--- src/rtl/irq_pkg.sv ---
package irq_pkg;
  localparam int NUM_SRC = 8;
  typedef logic [NUM_SRC-1:0] irq_vec_t;

  localparam int BIT_RX_ERR    = 0;
  localparam int BIT_RX_CS     = 1;
  localparam int BIT_RX_UB     = 2;
  localparam int BIT_RX_DIFF   = 3;
  localparam int BIT_TX_CSB    = 4;
  localparam int BIT_TX_UB     = 5;
  localparam int BIT_TX_COLL   = 6;
  localparam int BIT_SRC_ERR   = 7;

  // bits allowed to drive the interrupt line; also the writable mask bits
  localparam irq_vec_t IRQ_CAPABLE = ~(irq_vec_t'(1) << BIT_RX_DIFF);
endpackage

--- src/rtl/irq_event_qual.sv ---
module irq_event_qual
  import irq_pkg::*;
(
  input  logic     src_err_i,
  input  logic     tx_cs_wr_i,
  input  logic     tx_cs_copy_i,
  input  logic     tx_ub_empty_i,
  input  logic     tx_csb_sent_i,
  input  logic     rx_cs_diff_i,
  input  logic     rx_ub_ready_i,
  input  logic     rx_cs_block_i,
  input  logic     rx_cs_chg_i,
  input  logic     rx_cs_mode_i,
  input  logic     rx_err_i,
  output irq_vec_t set_o
);
  always_comb begin
    set_o              = '0;
    set_o[BIT_SRC_ERR] = src_err_i;
    set_o[BIT_TX_COLL] = tx_cs_wr_i & tx_cs_copy_i;
    set_o[BIT_TX_UB]   = tx_ub_empty_i;
    set_o[BIT_TX_CSB]  = tx_csb_sent_i;
    set_o[BIT_RX_DIFF] = rx_cs_diff_i;
    set_o[BIT_RX_UB]   = rx_ub_ready_i;
    // mode 1: only changed content counts
    set_o[BIT_RX_CS]   = rx_cs_block_i & (~rx_cs_mode_i | rx_cs_chg_i);
    set_o[BIT_RX_ERR]  = rx_err_i;
  end
endmodule

--- src/rtl/irq_sticky_bank.sv ---
module irq_sticky_bank #(
  parameter int WIDTH = 8
) (
  input  logic             clk_i,
  input  logic             rst_ni,
  input  logic [WIDTH-1:0] set_i,
  input  logic             clr_i,
  output logic [WIDTH-1:0] q_o
);
  for (genvar b = 0; b < WIDTH; b++) begin : g_bit
    logic bit_q;
    always_ff @(posedge clk_i or negedge rst_ni) begin
      if (!rst_ni)       bit_q <= 1'b0;
      else if (set_i[b]) bit_q <= 1'b1;  // set beats clear
      else if (clr_i)    bit_q <= 1'b0;
    end
    assign q_o[b] = bit_q;
  end
endmodule

--- src/rtl/irq_reg_port.sv ---
module irq_reg_port #(
  parameter int              ADDR_W      = 7,
  parameter int              DATA_W      = 8,
  parameter logic [ADDR_W-1:0] STATUS_ADDR = 7'h1C,
  parameter logic [ADDR_W-1:0] MASK_ADDR   = 7'h1D
) (
  input  logic [ADDR_W-1:0] addr_i,
  input  logic              wr_i,
  input  logic              rd_i,
  input  logic [DATA_W-1:0] status_i,
  input  logic [DATA_W-1:0] mask_i,
  output logic              stat_clr_o,
  output logic              mask_we_o,
  output logic [DATA_W-1:0] rdata_o
);
  logic hit_stat, hit_mask;
  assign hit_stat   = (addr_i == STATUS_ADDR);
  assign hit_mask   = (addr_i == MASK_ADDR);
  assign stat_clr_o = rd_i & hit_stat;
  assign mask_we_o  = wr_i & hit_mask;

  always_comb begin
    rdata_o = '0;
    if (hit_stat)      rdata_o = status_i;
    else if (hit_mask) rdata_o = mask_i;
  end
endmodule

--- src/rtl/irq_out_gen.sv ---
module irq_out_gen #(
  parameter int                 WIDTH   = 8,
  parameter logic [WIDTH-1:0]   CAPABLE = '1
) (
  input  logic             clk_i,
  input  logic             rst_ni,
  input  logic [WIDTH-1:0] status_i,
  input  logic [WIDTH-1:0] mask_i,
  output logic             irq_o
);
  logic irq_q;
  always_ff @(posedge clk_i or negedge rst_ni) begin
    if (!rst_ni) irq_q <= 1'b0;
    else         irq_q <= |(status_i & mask_i & CAPABLE);
  end
  assign irq_o = irq_q;
endmodule

--- src/rtl/irq_status_unit.sv ---
module irq_status_unit
  import irq_pkg::*;
#(
  parameter int                ADDR_W      = 7,
  parameter logic [ADDR_W-1:0] STATUS_ADDR = 7'h1C,
  parameter logic [ADDR_W-1:0] MASK_ADDR   = 7'h1D
) (
  input  logic              clk_i,
  input  logic              rst_ni,
  input  logic [ADDR_W-1:0] reg_addr_i,
  input  logic              reg_wr_i,
  input  logic              reg_rd_i,
  input  logic [7:0]        reg_wdata_i,
  output logic [7:0]        reg_rdata_o,
  input  logic              src_err_i,
  input  logic              tx_cs_wr_i,
  input  logic              tx_cs_copy_i,
  input  logic              tx_ub_empty_i,
  input  logic              tx_csb_sent_i,
  input  logic              rx_cs_diff_i,
  input  logic              rx_ub_ready_i,
  input  logic              rx_cs_block_i,
  input  logic              rx_cs_chg_i,
  input  logic              rx_cs_mode_i,
  input  logic              rx_err_i,
  output logic              irq_o
);
  irq_vec_t set_vec, status_q, mask_q;
  logic     stat_clr, mask_we;

  irq_event_qual u_qual (
    .src_err_i     (src_err_i),
    .tx_cs_wr_i    (tx_cs_wr_i),
    .tx_cs_copy_i  (tx_cs_copy_i),
    .tx_ub_empty_i (tx_ub_empty_i),
    .tx_csb_sent_i (tx_csb_sent_i),
    .rx_cs_diff_i  (rx_cs_diff_i),
    .rx_ub_ready_i (rx_ub_ready_i),
    .rx_cs_block_i (rx_cs_block_i),
    .rx_cs_chg_i   (rx_cs_chg_i),
    .rx_cs_mode_i  (rx_cs_mode_i),
    .rx_err_i      (rx_err_i),
    .set_o         (set_vec)
  );

  irq_sticky_bank #(.WIDTH(NUM_SRC)) u_status (
    .clk_i  (clk_i),
    .rst_ni (rst_ni),
    .set_i  (set_vec),
    .clr_i  (stat_clr),
    .q_o    (status_q)
  );

  irq_reg_port #(
    .ADDR_W      (ADDR_W),
    .DATA_W      (NUM_SRC),
    .STATUS_ADDR (STATUS_ADDR),
    .MASK_ADDR   (MASK_ADDR)
  ) u_port (
    .addr_i     (reg_addr_i),
    .wr_i       (reg_wr_i),
    .rd_i       (reg_rd_i),
    .status_i   (status_q),
    .mask_i     (mask_q),
    .stat_clr_o (stat_clr),
    .mask_we_o  (mask_we),
    .rdata_o    (reg_rdata_o)
  );

  // reserved mask positions are not stored
  for (genvar b = 0; b < NUM_SRC; b++) begin : g_mask
    if (IRQ_CAPABLE[b]) begin : g_rw
      logic m_q;
      always_ff @(posedge clk_i or negedge rst_ni) begin
        if (!rst_ni)      m_q <= 1'b0;
        else if (mask_we) m_q <= reg_wdata_i[b];
      end
      assign mask_q[b] = m_q;
    end else begin : g_rsvd
      assign mask_q[b] = 1'b0;
    end
  end

  irq_out_gen #(.WIDTH(NUM_SRC), .CAPABLE(IRQ_CAPABLE)) u_irq (
    .clk_i    (clk_i),
    .rst_ni   (rst_ni),
    .status_i (status_q),
    .mask_i   (mask_q),
    .irq_o    (irq_o)
  );
endmodule

--- config.mk ---
export PLATFORM = sky130hd
export DESIGN_NAME = irq_status_unit
export DESIGN_NICKNAME = d
export VERILOG_FILES = /design/src/rtl/irq_pkg.sv /design/src/rtl/irq_event_qual.sv /design/src/rtl/irq_sticky_bank.sv /design/src/rtl/irq_reg_port.sv /design/src/rtl/irq_out_gen.sv /design/src/rtl/irq_status_unit.sv
export SDC_FILE = /design/constraint.sdc
export NUM_CORES = 1
export LEC_CHECK = 0
export BUFFER_PORTS_ARGS = -buffer_cell sky130_fd_sc_hd__buf_2
export CAP_MARGIN = 30
export CORE_ASPECT_RATIO = 0.75
export CORE_MARGIN = 5
export CORE_UTILIZATION = 40
export CTS_BUF_LIST = sky130_fd_sc_hd__clkbuf_8
export DETAILED_ROUTE_END_ITERATION = 7
export PLACE_DENSITY = 0.75
export REMOVE_ABC_BUFFERS = 1
export SLEW_MARGIN = 20
export SYNTH_ARGS = -nofsm -noshare
export SYNTH_HDL_FRONTEND = slang
export SYNTH_SLANG_ARGS = --single-unit
--- constraint.sdc ---
create_clock -name clk_i -period 1.2 [get_ports clk_i]
set_input_delay 0.12 -clock clk_i [delete_from_list [all_inputs] [get_ports clk_i]]
set_output_delay 0.12 -clock clk_i [all_outputs]
set_load 0.05 [all_outputs]
Yosys cells after proc, flatten, opt, wreduce, memory -nomap -nowiden
Index checks and enable logic that the tools add are counted. Widths: inputs -> output; s select.

Bits in registers: 16. Input bits: 30. Word-level logic and storage cells: 45.

Mux-type cells: 11. Bitwise gates (word level): 7. Equality and inequality tests: 2. Reductions and logical operators: 9.

Operator list (number): $mux 8 (2); $reduce_bool 2->1 (8); $eq 7x5->1 const B (2); $mux 1 (9); $and 8x8->8 (1); $reduce_or 7->1 (1); $and 1x1->1 (4); $not 1->1 (1); $or 1x1->1 (1).

Logic depth before layout (Yosys ltp)
Depth in word-level cells: 4. Gate-level depth with buffers: 5. Mapped depth without buffers: 3.

Hierarchy
From an unflattened synthesis, not the netlist that was laid out.

Cell total of the unflattened synthesis: 79. Area, all modules: 944.7 µm².

Modules (own cells, without submodules): irq_sticky_bank (seq. area each 200.2 µm², instances 1, area each 324.1 µm², cells an instance 25); irq_status_unit (seq. area each 175.2 µm², instances 1, area each 295.3 µm², cells an instance 16); irq_reg_port (seq. area each 0.0 µm², instances 1, area each 207.7 µm², cells an instance 24); irq_event_qual (seq. area each 0.0 µm², instances 1, area each 62.6 µm², cells an instance 9); irq_out_gen (seq. area each 25.0 µm², instances 1, area each 55.1 µm², cells an instance 5).

Worst setup path after synthesis
No wires, ideal clock.

Path kind: input-to-output. Start point: input reg_addr_i[6]. End point: output reg_rdata_o[3]. Buffers on the path: 0. Setup slack: -1.120 ns. Data arrival time: 2.200 ns. Required time: 1.080 ns. Stages: 2. Path through: or3b_4 -> nor4b_1.

Cells in the longest elaborated chain, start to end: 2.

RTL lines: from (decl) (line irq_status_unit.sv:10) `input logic [ADDR_W-1:0] reg_addr_i,`; $eq 7x5->1 (line irq_reg_port.sv:17) `assign hit_stat = (addr_i == STATUS_ADDR);`; $mux 8 (line irq_reg_port.sv:24) `if (hit_stat) rdata_o = status_i;`; to (decl) (line irq_status_unit.sv:14) `output logic [7:0] reg_rdata_o,`.

No other way between the ends.

Worst setup path after layout
Start point: input reg_addr_i[6]. End point: output reg_rdata_o[2].

Cells in the longest elaborated chain, start to end: 3.

RTL lines: $eq 7x5->1 (line irq_reg_port.sv:18) `assign hit_mask = (addr_i == MASK_ADDR);`; $mux 8 (line irq_reg_port.sv:25) `else if (hit_mask) rdata_o = mask_i;`; $mux 8 (*) (line irq_reg_port.sv:24).

Every way passes the cells marked *; elsewhere a longest branch is shown, timed or not.

==> reports/qor.yml <==
vias: 674
grt_pass1_vias: 672
maxCapViolCount: 0
crit_chain: "buf_6 > or3b_4 > or3_4 > nor2_1 > buf_6"
synth_enable_flop_cells: 0
cts.reportedPaths.clkPinSlew_ns: 0.06
final_max_slew_viol_count: 0
postSynth.topFlopCell: "sky130_fd_sc_hd__dfrtp_1"
peak_supply_drop_mv: 0.8067
result_of_the_run: "finished with violations"
synthDistinctLibCells: 19
critPathLaunchType: "input pin"
worst_min_delay_path_class: "in2reg"
largest_net_degree_at_the_start_of_global_routing: 17
timing_hold_violations_final: 0
final_min_period_over_clock_period_pct: 126.8
holdCritStartpoint: "rx_cs_diff_i"
synth_async_sr_flop_share_pct: 100.0
worst_setup_path_end_kind: "output port"
post_synth_instance_area_um2: 763.2
clk-insertion-delay-late_ns: 0.25
grt_pass1_wl_mm: 3.132
min_to: "u_status.g_bit[3].bit_q$_DFFE_PN0P_"
dieWidth_um: 60.44
coreArea_um2: 1773
r2r_setup_slack_ns: 0.19
gp_routability_congestion: 0.7793
io_pins: 39
initial_antenna_violation_count: 0
drive_gt1_share_pct: 57.80
fmax_ghz: 0.6570
dr.pass1.iters: 4
flip_flop_and_latch_count_after_synthesis: 16
final_setup_fails: 23
core.rowCount: 13
cell_depth_of_the_worst_flop_to_flop_path: 2
fin_worst_skew_ns: 0.002160
violations: "negative setup slack"
timing.critical_path.mode_cell: "sky130_fd_sc_hd__buf_6"
final.setup.worst_slack_ns: -0.3220
globalRouteOverflowTotal: 0
die_y_um: 47.83
avgRoutedWirePerCell_um: 15.58
placement.io_buffers: 37
post-route-util_pct: 67.75
seq_area_frac_synth_pct: 52.46
cts_sinks: 16
largest_stage_delay_on_the_critical_path_ns: 0.45
crit_path_max_fanout: 7
arrival_ns: 1.40
tritoncts: "yes"
worstReg2RegEnd: "u_irq.irq_o$_DFF_PN0_"
cp_data_required_time_ns: 1.08
initial_core_util_pct: 43.05
critPathSlowestCell: "sky130_fd_sc_hd__or3_4"
yosysWarnings: 0
cts.htree.levels: 1
groute.usage.overall_pct: 15.57
detail-route-antenna-nets: 0
cts.path.max_buffers: 2
worst_slew_margin_rel_pct: 75.36
power_density_nw_per_um2: 1080
area_growth_pct: 57.38
finalCriticalPeriod_ns: 1.522
min_delay_path_depth: 2
insertedDiodeCount: 0
post_synth.cell_area_avg_um2: 12.11
cts-root-buf: "sky130_fd_sc_hd__clkbuf_8"
hpwl_mm: 1.451
worst_slew_pin_slew_ns: 0.3697
r2r_start: "u_status.g_bit[2].bit_q$_DFFE_PN0P_"
crit_type: "in2out"
drc: 0
tritoncts.num_buffers: 3
layout.nets: 140
detailedPlace.worstSlack_ns: -0.5138
final.setup.tns_ns: -5.952
synth_cells: 63
detail_route.wirelength_mm: 2.041
grt_setup_unrepaired: "true"
total_leakage_power_nw: 0.5768
floorplan.die_area_um2: 2891
drt_iter0_markers: 25
post_drt_via_cell_ratio: 5.145
==> how the worst max path moves through the flow <==
| stage | from | end | slack [ns] | cells after the start |
|---|---|---|---|---|
| floorplan | reg_addr_i[6] | reg_rdata_o[3] | -1.12 | 2 |
| global placement | reg_addr_i[6] | u_status.g_bit[1].bit_q$_DFFE_PN0P_ | -0.49 | 4 |
| detailed placement | reg_addr_i[6] | u_status.g_bit[1].bit_q$_DFFE_PN0P_ | -0.51 | 4 |
| CTS | reg_addr_i[6] | reg_rdata_o[0] | -0.31 | 5 |
| global route | reg_addr_i[6] | reg_rdata_o[4] | -0.35 | 5 |
| finish | reg_addr_i[6] | reg_rdata_o[2] | -0.32 | 5 |
==> per-stage QoR <==
step	hold WS, ns	total power [mW]	area [um2]	cells
global placement	0.04186	0.7963	993.5	123
floorplan	-0.1756	0.7063	750.7	60
global route	0.04286	1.359	1201	131
detailed placement	0.04862	0.8033	993.5	123
finish	0.05063	1.297	1201	131
CTS	0.04794	1.301	1175	130
==> Yosys cell counts (2+ instances only) <==
cell type	count	area, um2
sky130_fd_sc_hd__dfrtp_1	16	400.4
sky130_fd_sc_hd__nor2_1	8	30.03
sky130_fd_sc_hd__mux2_2	7	78.83
sky130_fd_sc_hd__mux2i_1	7	70.07
sky130_fd_sc_hd__a21o_1	6	45.04
sky130_fd_sc_hd__a22o_1	2	17.52
sky130_fd_sc_hd__a22oi_1	2	15.01
sky130_fd_sc_hd__clkbuf_1	2	7.510
sky130_fd_sc_hd__inv_1	2	7.510
sky130_fd_sc_hd__nand2_1	2	7.510
==> worst max-delay path, delay by kind of cell <==
kind	cells	cell delay, ns
buffers and inverters	2	0.26
and+or+nand+nor	3	1.02
==> sequential cells by signal, summed over array words and instances, names as in the netlist <==
| name | cells |
|---|---|
| u_status.g_bit.bit_q | 8 |
| u_irq.irq_o | 1 |
| g_mask.g_rw.m_q | 7 |
==> power by group <==
part	total [mW]	switching (mW)	internal [mW]
Sequential	0.591	0.0194	0.571
Combinational	0.234	0.120	0.114
Clock	0.473	0.182	0.291
Total	1.30	0.321	0.976
==> kinds of logic after synthesis <==
logic type / after synthesis / synth area share [%]
AND/OR/NAND/NOR: 17 / 13.94
flip-flops: 16 / 52.46
multiplexers: 14 / 19.51
AO/OA/AOI/OAI: 11 / 11.47
buffers and inverters: 5 / 2.623
==> cells in the final DEF, fill, tap and decap left out, types with 4 or more instances in the layout <==
cell,instances
sky130_fd_sc_hd__dfrtp_1,16
sky130_fd_sc_hd__mux2i_1,7
sky130_fd_sc_hd__buf_4,5
sky130_fd_sc_hd__nor2_1,4
sky130_fd_sc_hd__nor2_2,4
sky130_fd_sc_hd__mux2_4,7
sky130_fd_sc_hd__clkbuf_8,4
sky130_fd_sc_hd__buf_2,28
sky130_fd_sc_hd__buf_6,11
sky130_fd_sc_hd__a21o_1,6
==> repair_timing <==
action	in CTS	in global routing
endpoints found under the hold margin	16	0
setup buffers	2	1
gates resized for setup	27	6
hold buffers	1	0
gates cloned	0	0
setup endpoints to repair	23	23
pin swaps	2	2
==> per-layer routing <==
layer / track usage [%] / wire [um] / vias up
met3: 5.930 / 181 / 4
li1: - / - / 320
met4: 4.329 / 35 / 0
met5: 0 / 0 / -
met2: 29.09 / 997 / 28
met1: 16.86 / 827 / 322
==> area by class of cell <==
type | count | area [um2]
Fill cell | 145 | 571.8
Sequential cell | 16 | 400.4
Multi-Input combinational cell | 42 | 399.1
Timing Repair Buffer | 45 | 311.5
Clock buffer | 4 | 55.05
Tap cell | 22 | 27.53
Inverter | 2 | 7.507
Power figures use the tool's default switching activity.
